### config.mk
export PLATFORM = sky130hd
export DESIGN_NAME = pkt_commit_seq
export DESIGN_NICKNAME = d
export VERILOG_FILES = /design/src/rtl/pcs_pkg.sv /design/src/rtl/pcs_lane_fmt.sv /design/src/rtl/pcs_pred_bank.sv /design/src/rtl/pcs_exec_count.sv /design/src/rtl/pkt_commit_seq.sv
export SDC_FILE = /design/constraint.sdc
export NUM_CORES = 1
export LEC_CHECK = 0
export ABC_AREA = 1
export BUFFER_PORTS_ARGS = -buffer_cell sky130_fd_sc_hd__buf_2
export CAP_MARGIN = 10
export CORE_ASPECT_RATIO = 0.75
export CORE_MARGIN = 8
export CORE_UTILIZATION = 25
export CTS_CLUSTER_DIAMETER = 50
export DETAILED_ROUTE_END_ITERATION = 7
export PLACE_DENSITY = 0.43
export SLEW_MARGIN = 5
export SYNTH_ARGS = -nofsm -noshare
export SYNTH_HDL_FRONTEND = slang
export SYNTH_HIERARCHICAL = 1
export SYNTH_SLANG_ARGS = --single-unit
### constraint.sdc
create_clock -name clk -period 3.85 [get_ports clk]
set_input_delay 0.385 -clock clk [delete_from_list [all_inputs] [get_ports clk]]
set_output_delay 0.385 -clock clk [all_outputs]
set_load 0.02 [all_outputs]
### src/rtl/pcs_pkg.sv
// Shared types for the packet commit store sequencer.
package pcs_pkg;
    // Phases of one commit, visited in this order
    typedef enum logic [2:0] {
        PH_IDLE,
        PH_ST1,
        PH_ST0,
        PH_ZERO,
        PH_REGW,
        PH_PREDW,
        PH_DONE
    } phase_e;

    localparam int LANES     = 8;
    localparam int ZERO_BEAT = 4;
endpackage

### src/rtl/pcs_lane_fmt.sv
// Places one store onto the 8-byte write port: word address, byte enables
// and lane data. Assumes the address is naturally aligned to the width.
module pcs_lane_fmt #(
    parameter int AW = 32
) (
    input  logic [1:0]    width_code,
    input  logic [AW-1:0] addr,
    input  logic [31:0]   d32,
    input  logic [63:0]   d64,
    output logic [AW-1:0] word_addr,
    output logic [7:0]    be,
    output logic [63:0]   data
);
    logic [63:0] src;
    logic [3:0]  nbytes;
    logic [2:0]  off;

    // Pick the data field and the byte count from the width code
    always_comb begin
        src    = (width_code == 2'd3) ? d64 : {32'b0, d32};
        nbytes = 4'd1 << width_code;
        off    = addr[2:0];
    end

    assign word_addr = {addr[AW-1:3], 3'b000};

    for (genvar b = 0; b < pcs_pkg::LANES; b++) begin : g_lane
        logic [2:0] rel;
        // Source byte index feeding this lane
        assign rel = 3'(b) - off;
        assign be[b] = (3'(b) >= off) && ({1'b0, rel} < nbytes);
        assign data[b*8 +: 8] = be[b] ? src[{rel, 3'b000} +: 8] : 8'h00;
    end
endmodule

### src/rtl/pcs_pred_bank.sv
// Predicate bank updated once per commit. Assumes en is a one-cycle pulse.
module pcs_pred_bank #(
    parameter int NPRED = 4,
    parameter int PW    = 1
) (
    input  logic                clk,
    input  logic                rst_n,
    input  logic                en,
    input  logic                has_endloop,
    input  logic [NPRED-1:0]    log_mask,
    input  logic [NPRED-1:0]    written_mask,
    input  logic [NPRED*PW-1:0] new_val,
    output logic [NPRED*PW-1:0] pred_q
);
    for (genvar i = 0; i < NPRED; i++) begin : g_pred
        logic [PW-1:0] r;
        // Take the new value when logged and, under end-of-loop, produced
        always_ff @(posedge clk) begin
            if (!rst_n)
                r <= '0;
            else if (en && log_mask[i] && (!has_endloop || written_mask[i]))
                r <= new_val[i*PW +: PW];
        end
        assign pred_q[i*PW +: PW] = r;
    end


    pred_hold_chk: assert property (@(posedge clk) disable iff (!rst_n)
        !en |=> $stable(pred_q));
endmodule

### src/rtl/pcs_exec_count.sv
// Packet and instruction counters. Assumes en pulses once per commit.
module pcs_exec_count #(
    parameter int NINSN = 4,
    parameter int CW    = 32
) (
    input  logic             clk,
    input  logic             rst_n,
    input  logic             en,
    input  logic [NINSN-1:0] insn_valid,
    input  logic [NINSN-1:0] insn_skip,
    output logic [CW-1:0]    pkt_cnt,
    output logic [CW-1:0]    insn_cnt
);
    localparam int SW = $clog2(NINSN + 1);
    logic [SW-1:0] real_n;

    // Count instructions that are present and not excluded
    always_comb begin
        real_n = '0;
        for (int i = 0; i < NINSN; i++)
            real_n = real_n + SW'(insn_valid[i] & ~insn_skip[i]);
    end

    // Advance both counters on a committed packet
    always_ff @(posedge clk) begin
        if (!rst_n) begin
            pkt_cnt  <= '0;
            insn_cnt <= '0;
        end else if (en) begin
            pkt_cnt  <= pkt_cnt + CW'(1);
            insn_cnt <= insn_cnt + CW'(real_n);
        end
    end


    pkt_step_chk: assert property (@(posedge clk) disable iff (!rst_n)
        en |=> pkt_cnt == $past(pkt_cnt) + CW'(1));
endmodule

### src/rtl/pkt_commit_seq.sv
// Commits one packet: stores (slot 1 then slot 0, or a zeroed line), then a
// register-copy strobe, then predicate and counter updates, then done.
// Assumes all packet inputs stay stable from start until done, and that the
// write port accepts one write every cycle.
module pkt_commit_seq
    import pcs_pkg::*;
#(
    parameter int AW    = 32,
    parameter int NPRED = 4,
    parameter int PW    = 1,
    parameter int NINSN = 4,
    parameter int CW    = 32
) (
    input  logic                clk,
    input  logic                rst_n,
    input  logic                start,
    input  logic [1:0]          s_valid,
    input  logic [1:0]          s_pred,
    input  logic [1:0]          cancel_mask,
    input  logic [1:0]          s0_width,
    input  logic [AW-1:0]       s0_addr,
    input  logic [31:0]         s0_data32,
    input  logic [63:0]         s0_data64,
    input  logic [1:0]          s1_width,
    input  logic [AW-1:0]       s1_addr,
    input  logic [31:0]         s1_data32,
    input  logic [63:0]         s1_data64,
    input  logic                lz_req,
    input  logic [AW-1:0]       lz_addr,
    input  logic                s0_probe_ok,
    input  logic                endloop,
    input  logic [NPRED-1:0]    plog_mask,
    input  logic [NPRED-1:0]    pwritten_mask,
    input  logic [NPRED*PW-1:0] new_pred,
    input  logic [NINSN-1:0]    insn_valid,
    input  logic [NINSN-1:0]    insn_skip,
    output logic                mem_we,
    output logic [AW-1:0]       mem_addr,
    output logic [7:0]          mem_be,
    output logic [63:0]         mem_wdata,
    output logic                reg_commit,
    output logic [NPRED*PW-1:0] pred_q,
    output logic [CW-1:0]       pkt_count,
    output logic [CW-1:0]       insn_count,
    output logic                busy,
    output logic                done,
    output logic                fault,
    output logic                err
);
    localparam int ZCW = $clog2(ZERO_BEAT);

    phase_e         cur;
    logic [1:0]     eligible, do_q;
    logic [ZCW-1:0] zcnt;
    logic           fault_q, err_q, lz_bad, probe_bad;
    logic [AW-1:0]  a0, a1, zaddr;
    logic [7:0]     be0, be1;
    logic [63:0]    d0, d1;

    // Decide what this packet will do when it is launched
    always_comb begin
        eligible[0] = s_valid[0] && !(s_pred[0] && cancel_mask[0]);
        eligible[1] = s_valid[1] && !(s_pred[1] && cancel_mask[1]);
        lz_bad      = lz_req && (!s_valid[0] || s_valid[1]);
        probe_bad   = !lz_req && (s_valid == 2'b11) && !s0_probe_ok;
        zaddr       = (lz_addr & ~AW'(31)) + AW'({zcnt, 3'b000});
    end

    pcs_lane_fmt #(.AW(AW)) u_lane0 (
        .width_code(s0_width), .addr(s0_addr), .d32(s0_data32), .d64(s0_data64),
        .word_addr(a0), .be(be0), .data(d0)
    );

    pcs_lane_fmt #(.AW(AW)) u_lane1 (
        .width_code(s1_width), .addr(s1_addr), .d32(s1_data32), .d64(s1_data64),
        .word_addr(a1), .be(be1), .data(d1)
    );

    // Commit phase sequencing
    always_ff @(posedge clk) begin
        if (!rst_n) begin
            cur     <= PH_IDLE;
            do_q    <= '0;
            zcnt    <= '0;
            fault_q <= 1'b0;
            err_q   <= 1'b0;
        end else begin
            case (cur)
                PH_IDLE: if (start) begin
                    fault_q <= probe_bad;
                    err_q   <= lz_bad;
                    do_q    <= eligible;
                    zcnt    <= '0;
                    if (lz_bad || probe_bad) cur <= PH_DONE;
                    else if (lz_req)         cur <= PH_ZERO;
                    else if (eligible[1])    cur <= PH_ST1;
                    else if (eligible[0])    cur <= PH_ST0;
                    else                     cur <= PH_REGW;
                end
                PH_ST1:  cur <= do_q[0] ? PH_ST0 : PH_REGW;
                PH_ST0:  cur <= PH_REGW;
                PH_ZERO: begin
                    zcnt <= zcnt + ZCW'(1);
                    if (zcnt == ZCW'(ZERO_BEAT - 1)) cur <= PH_REGW;
                end
                PH_REGW:  cur <= PH_PREDW;
                PH_PREDW: cur <= PH_DONE;
                default:  cur <= PH_IDLE;
            endcase
        end
    end

    // Drive the write port from the current phase
    always_comb begin
        mem_we    = 1'b0;
        mem_addr  = '0;
        mem_be    = '0;
        mem_wdata = '0;
        case (cur)
            PH_ST1:  begin mem_we = 1'b1; mem_addr = a1; mem_be = be1; mem_wdata = d1; end
            PH_ST0:  begin mem_we = 1'b1; mem_addr = a0; mem_be = be0; mem_wdata = d0; end
            PH_ZERO: begin mem_we = 1'b1; mem_addr = zaddr; mem_be = 8'hFF; end
            default: ;
        endcase
    end

    assign reg_commit = (cur == PH_REGW);
    assign busy       = (cur != PH_IDLE);
    assign done       = (cur == PH_DONE);
    assign fault      = fault_q;
    assign err        = err_q;

    pcs_pred_bank #(.NPRED(NPRED), .PW(PW)) u_pred (
        .clk(clk), .rst_n(rst_n), .en(cur == PH_PREDW), .has_endloop(endloop),
        .log_mask(plog_mask), .written_mask(pwritten_mask), .new_val(new_pred),
        .pred_q(pred_q)
    );

    pcs_exec_count #(.NINSN(NINSN), .CW(CW)) u_cnt (
        .clk(clk), .rst_n(rst_n), .en(cur == PH_PREDW),
        .insn_valid(insn_valid), .insn_skip(insn_skip),
        .pkt_cnt(pkt_count), .insn_cnt(insn_count)
    );


    slot_order_chk: assert property (@(posedge clk) disable iff (!rst_n)
        (cur == PH_ST0 && do_q[1]) |-> $past(cur) == PH_ST1);


    cancel_skip_chk: assert property (@(posedge clk) disable iff (!rst_n)
        (cur == PH_ST1) |-> !(s_pred[1] && cancel_mask[1]));


    cancel_skip0_chk: assert property (@(posedge clk) disable iff (!rst_n)
        (cur == PH_ST0) |-> !(s_pred[0] && cancel_mask[0]));


    zero_stride_chk: assert property (@(posedge clk) disable iff (!rst_n)
        (cur == PH_ZERO && zcnt != '0) |-> mem_addr == $past(mem_addr) + AW'(8));


    blocked_quiet_chk: assert property (@(posedge clk) disable iff (!rst_n)
        ((fault_q || err_q) && busy) |-> (!mem_we && !reg_commit));


    done_pulse_chk: assert property (@(posedge clk) disable iff (!rst_n)
        done |=> !done);
endmodule

**After elaboration in Yosys (flattened, before gate mapping)**

Cells that the tools add are included.

- Register bits after elaboration: 76
- Bits in latches: 0
- Memory bits (writable): 0
- ROM bits: 0
- Output and inout port bits: 178
- Logic and storage cells: 186
- Memories kept: 0

- $add $sub $neg: 23
- Multipliers: 0
- Div/mod/pow operators: 0
- Magnitude comparators: 32
- Eq/ne operators: 12
- Shifts and indexed selects: 18
- Mux-type cells: 32
- Bitwise gates (word level): 8
- Reduce and logical (&&, ||, !) cells: 50

Operator list:

| operator | count |
|---|---|
| indexed part select 64 x 7 -> 8 bit | 16 |
| 2-to-1 mux 64 bit | 2 |
| 2-to-1 mux 8 bit | 16 |
| one-hot mux 64 bit (2 select lines) | 1 |
| one-hot mux 32 bit (3 select lines) | 1 |
| < comparator 3 x 4 -> 1 bit | 16 |
| adder 32 x 1 -> 32 bit, second input constant | 1 |
| adder 32 x 3 -> 32 bit | 1 |
| adder 32 x 5 -> 32 bit | 1 |
| logical AND 1 bit | 31 |
| greater-or-equal comparator 3 bit, first input constant | 8 |
| one-hot mux 8 bit (3 select lines) | 1 |
| subtractor 3 bit, first input constant | 8 |
| 2-to-1 mux 3 bit | 7 |
| one-hot mux 3 bit (6 select lines) | 1 |
| bitwise AND 1 x 3 -> 3 bit | 4 |
| greater-or-equal comparator 1 x 3 -> 1 bit, first input constant | 4 |
| greater-or-equal comparator 2 x 3 -> 1 bit, first input constant | 4 |
| inverter 1 -> 3 bit | 4 |
| subtractor 1 x 3 -> 3 bit, first input constant | 4 |
| subtractor 2 x 3 -> 3 bit, first input constant | 4 |
| adder 3 bit | 3 |
| == test 3 bit, second input constant | 3 |
| == test 2 bit, second input constant | 4 |
| 15 further kinds | 30 |

**Depth between registers and ports, before layout**

- Word-level depth: 9
- Depth in mapped cells: 17
- Gate-level depth less buffers: 17

**Cells and area by module**

Netlist, hierarchy kept.

By module, submodules not included:

| module | instances | cells each | area each (µm²) | sequential area each (µm²) |
|---|---|---|---|---|
| pcs_lane_fmt (u_lane0) | 1 | 802 | 4078.9 | 0.0 |
| pcs_lane_fmt (u_lane1) | 1 | 802 | 3892.5 | 0.0 |
| pcs_exec_count | 1 | 564 | 3668.5 | 1281.2 |
| pkt_commit_seq | 1 | 297 | 1759.2 | 160.2 |
| pcs_pred_bank | 1 | 44 | 275.3 | 80.1 |

**Least setup slack after synthesis**

OpenSTA, ideal clock, no wires.

- Path kind: input -> register
- Start: input insn_skip[0]
- End: register u_cnt.insn_cnt[18]
- Library setup time: 0.115 ns
- Arrival: 2.733 ns
- Required time: 3.735 ns
- Slack: 1.002 ns
- Cell stages on the path: 16
- Path buffers: 0
- Cells stage by stage: inv_1 -> nand2_1 -> fa_1 -> inv_1 -> ha_1 -> ha_1 -> inv_1 -> fa_1 -> inv_1 -> nand2_1 -> a21oi_2 -> nand3_1 -> nor2_1 -> nand3_1 -> nand2_1 -> nor2_1

- Cells in the longest elaborated chain, start to end: 6

RTL lines:

| what | RTL line | RTL |
|---|---|---|
| start: declaration | pkt_commit_seq.sv:36 | `input logic [NINSN-1:0] insn_skip,` |
| inverter 1 -> 3 bit | pcs_exec_count.sv:21 | `real_n = real_n + SW'(insn_valid[i] & ~insn_skip[i]);` |
| bitwise AND 1 x 3 -> 3 bit | pcs_exec_count.sv:21 |  |
| adder 3 bit (3 in a row) | pcs_exec_count.sv:21 |  |
| adder 32 x 3 -> 32 bit | pcs_exec_count.sv:31 | `insn_cnt <= insn_cnt + CW'(real_n);` |
| end signal: assignment | pcs_exec_count.sv:31 |  |
| end: declaration | pcs_exec_count.sv:12 | `output logic [CW-1:0] insn_cnt` |

Every way passes these cells.
A chain may end at the register's enable or synchronous reset.

**Worst setup path after layout**

- Start: input s1_addr[1]
- End: output mem_wdata[55]

- Cells in the longest elaborated chain, start to end: 5

RTL lines:

| what | RTL line | RTL |
|---|---|---|
| start: declaration | pkt_commit_seq.sv:25 | `input logic [AW-1:0] s1_addr,` |
| subtractor 3 bit | pcs_lane_fmt.sv:30 | `assign rel = 3'(b) - off;` |
| < comparator 3 x 4 -> 1 bit | pcs_lane_fmt.sv:31 | `assign be[b] = (3'(b) >= off) && ({1'b0, rel} < nbytes);` |
| logical AND 1 bit * | pcs_lane_fmt.sv:31 |  |
| named net be1[6] | pkt_commit_seq.sv:57 | `logic [7:0] be0, be1;` |
| 2-to-1 mux 8 bit * | pcs_lane_fmt.sv:32 | `assign data[b*8 +: 8] = be[b] ? src[{rel, 3'b000} +: 8] : 8'h00;` |
| named net d1[55] | pkt_commit_seq.sv:58 | `logic [63:0] d0, d1;` |
| one-hot mux 64 bit (2 select lines) * | pkt_commit_seq.sv:119 | `case (cur)` |
| end: declaration | pkt_commit_seq.sv:40 | `output logic [63:0] mem_wdata,` |

Mark *: on every way through the listed nets, which the timed path passes. The rest lies on a longest branch.

==> reports/metrics.csv <==
stage;metric;value;unit
clock_tree;cts_root_buf;clkbuf_16;
die;core;54300;um^2
die;row_count;74;
cells_and_area;fin_util;30.1;%
critical_path;critPathKind;input pin to output pin;
power;static-leakage-power;8.42;nW
critical_path;arrival;2.91;ns
flow_run;drv_cap;0;
timing;slew_headroom;49.5;%
critical_path;reg2reg_depth;11;
clock_tree;holdBufCountCts;0;
die;die_h;219;um
clock_tree;cts.path.max_buffers;2;
placed_design;gp_congestion;0.961;
global_route;grt_pass1_wl;108000;um
synthesis;ys.flop_type;dfxtp_1;
route;routed_via_density;5.16;
power;power_density;302;nW/um^2
route;wl;72800;um
route;wl_per_cell;20.4;um
synthesis;netlist_area;13700;um^2
critical_path;reg2reg_from;u_cnt/insn_cnt[0]$_SDFFE_PN0P_;
cells_and_area;nFillCells;6297;
timing;hold_ws;0.339;ns
die;pin_count;502;
run_status;status;complete, no violations;
power;p_sw;2.62;mW
power;power;4.93;mW
timing;max_freq;0.304;GHz
route;ant_nets;0;
die;die_w;286;um
timing;rsz0062_at_grt;false;
power;pwr-share-seq;17.3;%
clock_tree;post_cts_buffers;0;
route;firstDrtPassIters;7;
global_route;first_global_vias;17435;
timing;worst_pin_slew;0.758;ns
hold_path;hold_path_end;do_q[0]$_SDFFE_PN0P_;
synthesis;async_flop_share;0;%
clock_tree;numCtsBuffers;9;
cells_and_area;area_delta_synth_final;19.5;%
power;power_frac_clock;18.4;%
timing;drv_slew;0;
clock_tree;worstSkewPairLatency;0.35;ns
placed_design;dp_hpwl;60100;um
cells_and_area;nNetsFinal;3203;
die;dieArea;62500;um^2
clock_tree;cts_tree;yes;
clock_tree;cts_resized;0;
cells_and_area;final_cells;3572;
critical_path;rr_endpoint;u_cnt/insn_cnt[18]$_SDFFE_PN0P_;
global_route;grt.total_usage;21.8;%
power;p_sw_share;53.1;%
synthesis;ys_seq_elements;76;
critical_path;crit_required;3.46;ns
die;initial_core_util;25.2;%
hold_path;min-delay-path-class;input pin to flip-flop;
timing;finalClockSkew;0.00806;ns
hold_path;min_path_cells;3;
timing;period_needed;3.29;ns
hold_path;hold_path.startpoint;start;
global_route;grt_max_degree;69;
placed_design;dp.cells;3555;
critical_path;end_kind;output pin;
clock_tree;htree_num_levels;3;
power;ir_drop;0.000182;V
synthesis;yosys_warnings;6;
timing;fin_setup_tns;0;ns
route;drc;0;
clock_tree;path_clk_slew;0.06;ns
power;p_int;2.31;mW
timing;setup_violations;0;
clock_tree;cts.sinks;76;
route;dr.first_iter.drc_count;1665;
cells_and_area;drive_gt1_share;23.8;%
critical_path;start_kind;input pin;
timing;finalHoldViolCount;0;
timing;fin_crit_sh;85.5;%
synthesis;ys_seq_area_share;11.1;%
synthesis;synth_edf_count;0;
critical_path;crit_fanout;25;
global_route;antenna_found_initial;3;
power;combinationalPowerShare;64.4;%
synthesis;syn_avg_cell_area;5.45;um^2
global_route;grt-ovfl-total;0;
critical_path;r2r_slack;1.65;ns
synthesis;syn_inst;2509;
synthesis;synthDistinctLibCells;49;
route;vias;18444;
placed_design;io_buffer_count;493;
## critical path, stage by stage
cell	delay, ns
buf_2	0.20
inv_1	0.08
ha_1	0.31
buf_4	0.32
nand2_1	0.16
inv_1	0.08
a21oi_1	0.10
a21oi_4	0.39
nand2_1	0.09
nor2_1	0.32
a22o_1	0.25
buf_2	0.19
## cells in the mapped netlist (12+ instances only)
cell type / instances / area, um^2
buf_1: 21 / 78.8
a22o_1: 67 / 587
nor2_2: 14 / 87.6
buf_4: 86 / 646
inv_1: 132 / 495
buf_2: 67 / 335
nor2_1: 365 / 1370
buf_6: 17 / 191
clkbuf_1: 26 / 97.6
nand2_1: 618 / 2320
nand2_2: 23 / 144
nor2_4: 12 / 135
nand3_1: 736 / 3680
dfxtp_1: 76 / 1520
o21ai_0: 21 / 105
inv_2: 18 / 67.6
a21oi_1: 51 / 255
nand3_2: 34 / 340
ha_1: 33 / 413
## per-layer routing
metal	global-route usage (%)	part of all wire [%]	vias up
met5	0	0.036	-
met4	5.03	2.1	4
met3	3.59	7.3	75
met2	35.1	45	762
met1	30.1	46	8660
li1	-	-	8943
## per-stage QoR
| step | worst slack [ns] | area, um^2 |
|---|---|---|
| after floorplan | 1.00 | 13700 |
| after global placement | 0.500 | 16000 |
| after detailed placement | 0.523 | 16000 |
| after CTS | 0.662 | 16300 |
| after global routing | 0.409 | 16300 |
| final | 0.559 | 16300 |
## placed cells by master, fill, tap and decap left out, drive strengths merged, types with 10 or more instances in the layout
cell	Yosys	final
clkbuf	27	13
a21oi	58	58
nor2	391	391
nor3	10	10
nand3	770	770
ha	33	33
o21ai	30	30
buf	196	543
inv	151	150
nand2	643	643
a22o	67	67
dfxtp	76	76
## state kept, by name, summed over array words and instances, names as in the netlist
name / cells
u_cnt/insn_cnt: 32
cur: 3
zcnt: 2
u_pred/g_pred.r: 4
fault: 1
do_q: 1
u_cnt/pkt_cnt: 32
err: 1
## cell type report
| type | instances | area, um^2 | area share (%) |
|---|---|---|---|
| repair buffers | 543 | 2840 | 17.4 |
| multi-input cells | 2059 | 10200 | 62.2 |
| well taps | 722 | 903 | 5.53 |
| clock inverters | 3 | 43.8 | 0.268 |
| inverters | 155 | 586 | 3.58 |
| diodes | 1 | 2.50 | 0.0153 |
| flip-flops and latches | 76 | 1520 | 9.31 |
| clock buffers | 13 | 270 | 1.65 |
## how the worst max path moves through the flow
stage / depth (start not counted) / start / slack (ns) / endpoint
3_5_place_dp: 17 / insn_skip[0] / 0.52 / u_cnt/insn_cnt[18]$_SDFFE_PN0P_
5_1_grt: 12 / s1_addr[1] / 0.41 / mem_wdata[55]
4_1_cts: 12 / s1_addr[1] / 0.66 / mem_wdata[55]
3_3_place_gp: 17 / insn_skip[0] / 0.50 / u_cnt/insn_cnt[18]$_SDFFE_PN0P_
2_1_floorplan: 16 / insn_skip[0] / 1.00 / u_cnt/insn_cnt[18]$_SDFFE_PN0P_
6_report: 12 / s1_addr[1] / 0.56 / mem_wdata[55]
## logic make-up (layout without fill, tap and decap cells)
logic type	after synthesis	count (layout)	synth area share [%]
and+or+nand+nor	1835	1835	60.8
buffers and inverters	378	714	14.8
AOI/OAI and AO/OA	176	176	9.50
DFF	76	76	11.1
adders and majority gates	35	35	3.31
xor gates and xnor gates	7	7	0.448
other	2	7	0.0549
## power groups by stage
stage | Clock (mW) | Combinational (mW) | Sequential (mW)
global route | 0.970 | 3.44 | 0.854
CTS | 0.931 | 3.16 | 0.850
global placement | 0 | 3.14 | 0.867
floorplan | 0 | 2.07 | 0.872
finish | 0.905 | 3.17 | 0.850
detailed placement | 0 | 3.15 | 0.868
Power figures use the tool's default switching activity.
